**src/rtl/intx_pkg.sv**
```systemverilog
package intx_pkg;

    localparam int REG_W       = 32;
    localparam int LANE_W      = 8;
    localparam int LANES       = REG_W / LANE_W;
    localparam int NUM_LINES   = 4;
    localparam int LINE_ID_W   = $clog2(NUM_LINES);

    // Field positions decoded by neighbouring logic and by software
    localparam int STS_LSB     = 28;
    localparam int EN_LSB      = 22;
    localparam int CMD_ERR_BIT = 27;
    localparam int PAR_ERR_BIT = 26;
    localparam int BUS_ERR_LSB = 16;
    localparam int BUS_ERR_W   = 6;
    localparam int PRIO_LSB    = 8;
    localparam int PRIO_W      = 7;
    localparam int WAIT_LSB    = 0;
    localparam int WAIT_W      = 4;
    localparam int ERR_W       = 2 + BUS_ERR_W;

    typedef logic [REG_W-1:0]     word_t;
    typedef logic [NUM_LINES-1:0] lines_t;

    typedef struct packed {
        logic [ERR_W-1:0]  err_en;
        logic [PRIO_W-1:0] prio;
        logic [WAIT_W-1:0] wait_cyc;
    } side_cfg_t;

    // Bits held by the configuration store (everything except status and reserved)
    function automatic word_t cfg_wmask();
        word_t m;
        m = '0;
        for (int i = 0; i < NUM_LINES; i++) m[EN_LSB + i] = 1'b1;
        m[CMD_ERR_BIT] = 1'b1;
        m[PAR_ERR_BIT] = 1'b1;
        for (int i = 0; i < BUS_ERR_W; i++) m[BUS_ERR_LSB + i] = 1'b1;
        for (int i = 0; i < PRIO_W; i++)    m[PRIO_LSB + i]    = 1'b1;
        for (int i = 0; i < WAIT_W; i++)    m[WAIT_LSB + i]    = 1'b1;
        return m;
    endfunction

    function automatic int lane_of(int bit_pos);
        return bit_pos / LANE_W;
    endfunction

    function automatic side_cfg_t unpack_side(word_t w);
        side_cfg_t s;
        s.err_en   = {w[CMD_ERR_BIT], w[PAR_ERR_BIT], w[BUS_ERR_LSB +: BUS_ERR_W]};
        s.prio     = w[PRIO_LSB +: PRIO_W];
        s.wait_cyc = w[WAIT_LSB +: WAIT_W];
        return s;
    endfunction

    function automatic word_t merge_view(word_t cfg, lines_t sts);
        return cfg | (word_t'(sts) << STS_LSB);
    endfunction

endpackage

```
**src/rtl/intx_cfg_store.sv**
```systemverilog
module intx_cfg_store
    import intx_pkg::*;
(
    input  logic             clk,
    input  logic             rst,
    input  logic             wr,
    input  logic [LANES-1:0] be,
    input  word_t            wdata,
    output word_t            cfg_q
);

    localparam word_t WMASK = cfg_wmask();

    always_ff @(posedge clk) begin
        if (rst) begin
            cfg_q <= '0;
        end else if (wr) begin
            for (int l = 0; l < LANES; l++) begin
                if (be[l]) begin
                    cfg_q[l*LANE_W +: LANE_W] <= wdata[l*LANE_W +: LANE_W] & WMASK[l*LANE_W +: LANE_W];
                end
            end
        end
    end

endmodule

```
**src/rtl/intx_status_bank.sv**
```systemverilog
module intx_status_bank
    import intx_pkg::*;
(
    input  logic   clk,
    input  logic   rst,
    input  lines_t clr,
    input  lines_t lines,
    output lines_t sts_q
);

    always_ff @(posedge clk) begin
        if (rst) begin
            sts_q <= '0;
        end else begin
            for (int i = 0; i < NUM_LINES; i++) begin
                if (clr[i])        sts_q[i] <= 1'b0;
                else if (lines[i]) sts_q[i] <= 1'b1;
            end
        end
    end

endmodule

```
**src/rtl/intx_irq_combine.sv**
```systemverilog
module intx_irq_combine
    import intx_pkg::*;
(
    input  lines_t               sts,
    input  lines_t               en,
    output logic                 irq,
    output logic [LINE_ID_W-1:0] id
);

    lines_t pend;

    for (genvar g = 0; g < NUM_LINES; g++) begin : g_pend
        assign pend[g] = sts[g] & en[g];
    end

    assign irq = |pend;

    always_comb begin
        id = '0;
        for (int i = NUM_LINES - 1; i >= 0; i--) begin
            if (pend[i]) id = LINE_ID_W'(i);
        end
    end

endmodule

```
**src/rtl/intx_ctrl_reg.sv**
```systemverilog
module intx_ctrl_reg
    import intx_pkg::*;
(
    input  logic                  clk,
    input  logic                  rst,
    input  logic                  reg_wr,
    input  logic [LANES-1:0]      reg_be,
    input  logic [REG_W-1:0]      reg_wdata,
    output logic [REG_W-1:0]      reg_rdata,
    input  logic [NUM_LINES-1:0]  irq_lines,
    output logic                  irq_out,
    output logic [LINE_ID_W-1:0]  irq_id,
    output logic [ERR_W-1:0]      err_en,
    output logic [PRIO_W-1:0]     prio_sel,
    output logic [WAIT_W-1:0]     trdy_wait
);

    word_t     cfg_q;
    lines_t    sts_q;
    lines_t    clr;
    lines_t    en;
    side_cfg_t side;

    for (genvar g = 0; g < NUM_LINES; g++) begin : g_clr
        localparam int SBIT = STS_LSB + g;
        assign clr[g] = reg_wr & reg_be[lane_of(SBIT)] & reg_wdata[SBIT];
    end

    intx_cfg_store u_cfg (
        .clk   (clk),
        .rst   (rst),
        .wr    (reg_wr),
        .be    (reg_be),
        .wdata (reg_wdata),
        .cfg_q (cfg_q)
    );

    intx_status_bank u_sts (
        .clk   (clk),
        .rst   (rst),
        .clr   (clr),
        .lines (irq_lines),
        .sts_q (sts_q)
    );

    assign en = cfg_q[EN_LSB +: NUM_LINES];

    intx_irq_combine u_irq (
        .sts (sts_q),
        .en  (en),
        .irq (irq_out),
        .id  (irq_id)
    );

    assign side      = unpack_side(cfg_q);
    assign err_en    = side.err_en;
    assign prio_sel  = side.prio;
    assign trdy_wait = side.wait_cyc;
    assign reg_rdata = merge_view(cfg_q, sts_q);

endmodule

```
**config.mk**
```make
export PLATFORM = sky130hd
export DESIGN_NAME = intx_ctrl_reg
export DESIGN_NICKNAME = d
export VERILOG_FILES = /design/src/rtl/intx_pkg.sv /design/src/rtl/intx_cfg_store.sv /design/src/rtl/intx_status_bank.sv /design/src/rtl/intx_irq_combine.sv /design/src/rtl/intx_ctrl_reg.sv
export SDC_FILE = /design/constraint.sdc
export NUM_CORES = 1
export LEC_CHECK = 0
export BUFFER_PORTS_ARGS = -buffer_cell sky130_fd_sc_hd__buf_4
export CORE_ASPECT_RATIO = 1.25
export CORE_MARGIN = 5
export CORE_UTILIZATION = 41
export DETAILED_ROUTE_END_ITERATION = 8
export PLACE_DENSITY = 0.84
export SYNTH_ARGS = -nofsm -noshare
export SYNTH_HDL_FRONTEND = slang
export SYNTH_SLANG_ARGS = --single-unit
```
**constraint.sdc**
```tcl
create_clock -name clk -period 1.4 [get_ports clk]
set_input_delay 0.14 -clock clk [delete_from_list [all_inputs] [get_ports clk]]
set_output_delay 0.14 -clock clk [all_outputs]
set_load 0.05 [all_outputs]
```
Yosys cells after proc, flatten, opt, wreduce, memory -nomap -nowiden
Index checks and enable logic that the tools add are counted.
W data, S select, Z words.
{"block": "word_totals", "reg_bits": 27, "output_inout_bits": 54, "word_cells": 31}
{"block": "op_classes", "n_mux": 4, "n_bitwise": 10, "n_reduce_logical": 9}
{"cell": "$or A28 B32 Y32", "count": 1}
{"cell": "$and A1 B1 Y1", "count": 9}
{"cell": "$mux W2", "count": 4}
{"cell": "$reduce_and A2 Y1", "count": 4}
{"cell": "$reduce_or A2 Y1", "count": 4}
{"cell": "$reduce_or A4 Y1", "count": 1}

Logic depth before layout (Yosys ltp)
{"block": "depth", "depth_word": 5, "depth_mapped": 4, "depth_no_buf": 3}

By module
A second synthesis with hierarchy kept.
{"block": "hier_totals", "hier_cells": 160, "area_unflattened_um2": 1503.9}
{"module": "intx_cfg_store", "n_inst": 1, "cells_each": 114, "area_per_inst_um2": 1148.6, "seq_area_each_um2": 460.4}
{"module": "intx_ctrl_reg", "n_inst": 1, "cells_each": 27, "area_per_inst_um2": 192.7, "seq_area_each_um2": 0.0}
{"module": "intx_status_bank", "n_inst": 1, "cells_each": 12, "area_per_inst_um2": 115.1, "seq_area_each_um2": 80.1}
{"module": "intx_irq_combine", "n_inst": 1, "cells_each": 7, "area_per_inst_um2": 47.5, "seq_area_each_um2": 0.0}

Worst setup path before layout
No wires, ideal clock.
{"block": "synth_timing", "kind": "flip-flop to output port", "start": "reg u_sts.sts_q[3]", "end": "out irq_id[0]", "arrival_ns": 1.612, "required_time_ns": 1.260, "path_slack_ns": -0.352, "stages_incl_launch_ff": 3, "n_path_buf": 0, "path_cell_list": "dfxtp_1 -> a32oi_1 -> a21oi_1"}
{"block": "synth_between", "elab_chain_cells": 5}
{"element": "start: declaration", "line": "intx_status_bank.sv:8", "text": "output lines_t sts_q"}
{"element": "start signal: assignment", "line": "intx_status_bank.sv:13", "text": "sts_q <= '0;"}
{"element": "start signal: indexed assignment", "line": "intx_status_bank.sv:16", "text": "if (clr[i]) sts_q[i] <= 1'b0;"}
{"element": "start signal: indexed assignment", "line": "intx_status_bank.sv:17", "text": "else if (lines[i]) sts_q[i] <= 1'b1;"}
{"element": "$and A1 B1 Y1", "line": "intx_irq_combine.sv:13", "text": "assign pend[g] = sts[g] & en[g];"}
{"element": "$mux W2 (4 in series)", "line": "intx_irq_combine.sv:21", "text": "if (pend[i]) id = LINE_ID_W'(i);"}
{"element": "end: declaration", "line": "intx_ctrl_reg.sv:12", "text": "output logic [LINE_ID_W-1:0] irq_id,"}
Every way passes these cells.

Final worst setup path
{"block": "layout_timing", "start": "reg u_cfg.cfg_q[25]", "end": "out irq_id[0]"}
{"block": "layout_between", "elab_chain_cells": 5}
{"element": "start: declaration", "line": "intx_cfg_store.sv:9", "text": "output word_t cfg_q"}
{"element": "start signal: indexed assignment", "line": "intx_cfg_store.sv:20", "text": "cfg_q[l*LANE_W +: LANE_W] <= wdata[l*LANE_W +: LANE_W] & WMASK[l*LANE_W +: LANE_W];"}
{"element": "$and A1 B1 Y1", "line": "intx_irq_combine.sv:13"}
{"element": "$mux W2 (4 in series)", "line": "intx_irq_combine.sv:21"}
Every way passes these cells.

==> flow_metrics.tcl <==
set metrics [dict create \
    status "complete, no violations" \
    cp_slowest_cell "dfxtp_1" \
    cts_setup_buffers 0 \
    slowest_delay_ps 440 \
    die_w_um 58.5 \
    setup_tns_ps 0 \
    gp_congestion 0.750 \
    grt_pass1_wl_mm 5.25 \
    reg2reg_slack_ps 650 \
    avgSynthCellArea_um2 8.10 \
    met1_usage 0.177 \
    globalRouteOverflowTotal 0 \
    cp_data_required_time_ps 1260 \
    power_leakage_nw 0.847 \
    critical_path.endpoint_type "primary output" \
    synth_top_area_cell "dfxtp_1" \
    die_h_um 70.7 \
    fp.dieArea_um2 4140 \
    cts_buffer_depth 2 \
    setup_viol 0 \
    tritoncts.num_buffers 3 \
    synth-seq-area-share 0.448 \
    maxSlewViolCount 0 \
    core_um2 2890 \
    fillers 265 \
    start_kind "register" \
    max_freq_mhz 729 \
    antenna_found_initial 0 \
    p_clk_frac 0.187 \
    grt.busiest_layer "met2" \
    finClkSkew_ps 0 \
    worstSetupPathType "reg -> out" \
    antenna_cells 0 \
    crit_arrival_ps 1230 \
    dp_hpwl_mm 2.37 \
    hold_viol_final 0 \
    combPwrFrac 0.329 \
    syn2layout_area_growth_pct 50.2 \
    period_needed_ps 1370 \
    ant_nets 0 \
    placed_cells 244 \
    worst_slack_ps 27.4 \
    max-cap-violations 0 \
    rsz0062_at_grt "yes" \
    vdd_drop_max_mv 0.619 \
    drt_iter0_markers 43 \
    p_int_mw 1.12 \
    crit_chain "a32oi_2, a21oi_2, buf_6" \
    power.density_nw_per_um2 964 \
    routedWlPerCell_um 12.8 \
    cts_max_level 1 \
    worstPathMaxFanout 4 \
    grtUsageMet3 0.0310 \
    cpLargestDelayFamily "flip-flops" \
    hp-class "in -> reg" \
    portBuffers 86 \
    first_pass_iters 4 \
    fin_cells 252 \
    ys_seq_elements 27 \
    drc 0 \
    p_sw_frac 0.362 \
    cts_tree "built" \
    netlist.area_leader.share 0.448 \
    syn_inst 149 \
    synth_cell_types 13 \
    start_util 0.418 \
    synth_warnings 0 \
    vias 1208 \
    grt_max_degree 28 \
    finalCritPeriodShare 0.980 \
    wl_mm 3.22 \
    grt_use_met2 0.273 \
    nets 260 \
    pre_cts_ws_ps 324 \
    switchingPower_mw 0.632 \
    timing.critical_path.buf_inv 1 \
    power_mw 1.75 \
    syn_area_um2 1210 \
    seq_power_share 0.484 \
    clkTransAtPathRegs_ps 140 \
    ys_top_cells_by_area "dfxtp_1, buf_4, nand2_1" \
    clock_sinks 27 \
    ios 97 \
    clk-insertion-delay-late_ps 310 \
    track_usage 0.157 \
    viasPerCell 4.79 \
    drive_above_1_share 0.481 \
    grt_pass1_vias 1223 \
    clock-root-buffer "clkbuf_4" \
    num_rows 22 \
]
[routing by layer]
layer  wire (um)  up-vias  share of wire
li1            -      604              -
met1        1180      545           0.37
met2        1660       53           0.52
met3         319        6          0.099
met4          63        0          0.020
met5           0        -              0
[cell usage in the layout (no fill, tap or decap)]
cell type,n
nor2b_4,1
buf_4,84
nand2_1,33
dfxtp_2,4
a21oi_2,1
conb_1,5
a32oi_2,1
dlygate4sd3_1,4
a211oi_2,4
a21oi_1,23
buf_6,3
dfxtp_4,1
clkbuf_4,3
clkbuf_1,1
and2_1,1
nor2_1,4
nand3_1,19
a22oi_2,2
dfxtp_1,22
[flip-flops by register name (all words and copies together), names as in the netlist]
name         count
u_cfg.cfg_q     23
u_sts.sts_q      4
[through the flow]
step | instance area (um^2) | util | hold WS [ps]
3_5_place_dp | 1710 | 0.591 | 327
5_1_grt | 1810 | 0.627 | 42.8
6_report | 1810 | 0.627 | 47.5
4_1_cts | 1790 | 0.620 | 38.4
3_3_place_gp | 1710 | 0.591 | 322
2_1_floorplan | 1230 | - | 232
[power groups by stage]
stage / Clock [mW] / Combinational [mW] / Sequential (mW)
after floorplan: 0 / 0.273 / 0.988
after global placement: 0 / 0.559 / 0.857
after detailed placement: 0 / 0.563 / 0.858
after CTS: 0.349 / 0.574 / 0.844
after global routing: 0.372 / 0.606 / 0.854
final: 0.326 / 0.574 / 0.846
[worst paths after layout]
| kind | from | to | cells after the start |
|---|---|---|---|
| min | reg_wdata[24] | u_cfg.cfg_q[24] | 3 |
| max reg2reg | u_sts.sts_q[1] | u_sts.sts_q[1] | 2 |
| max | u_cfg.cfg_q[25] | irq_id[0] | 3 |
| min reg2reg | u_cfg.cfg_q[0] | u_cfg.cfg_q[0] | 2 |
[worst register-to-register path: stages (launching register included)]
cell and delay [ps]:
dfxtp_1 430, nor2_1 80, a211oi_2 180
[area by class of cell]
cell class / instances / area, um^2 / share of cell area
multi-input cells: 94 / 488 / 0.269
repair buffers: 91 / 704 / 0.389
well taps: 36 / 45.0 / 0.0248
flip-flops and latches: 27 / 549 / 0.303
clock buffers: 4 / 26.3 / 0.0145
[kinds of logic after synthesis]
group | share of synthesized area
AND/OR/NAND/NOR | 0.204
buffers and inverters | 0.184
AO/OA/AOI/OAI | 0.161
flip-flops | 0.448
other | 0.00311
[repair_timing]
item	CTS	global route
gates resized for setup	5	7
hold buffers	4	0
endpoints found under the setup margin	2	3
hold endpoints to repair	4	0
[Yosys cell counts]
cell      count
nand2_1      33
dfxtp_1      27
buf_4        25
a21oi_1      24
nand3_1      19
buf_2         7
a211oi_2      4
nor2_1        4
a22oi_1       2
a32oi_1       1
and2_1        1
conb_1        1
nor2b_1       1
No activity file was read; power rests on OpenSTA's default activity.
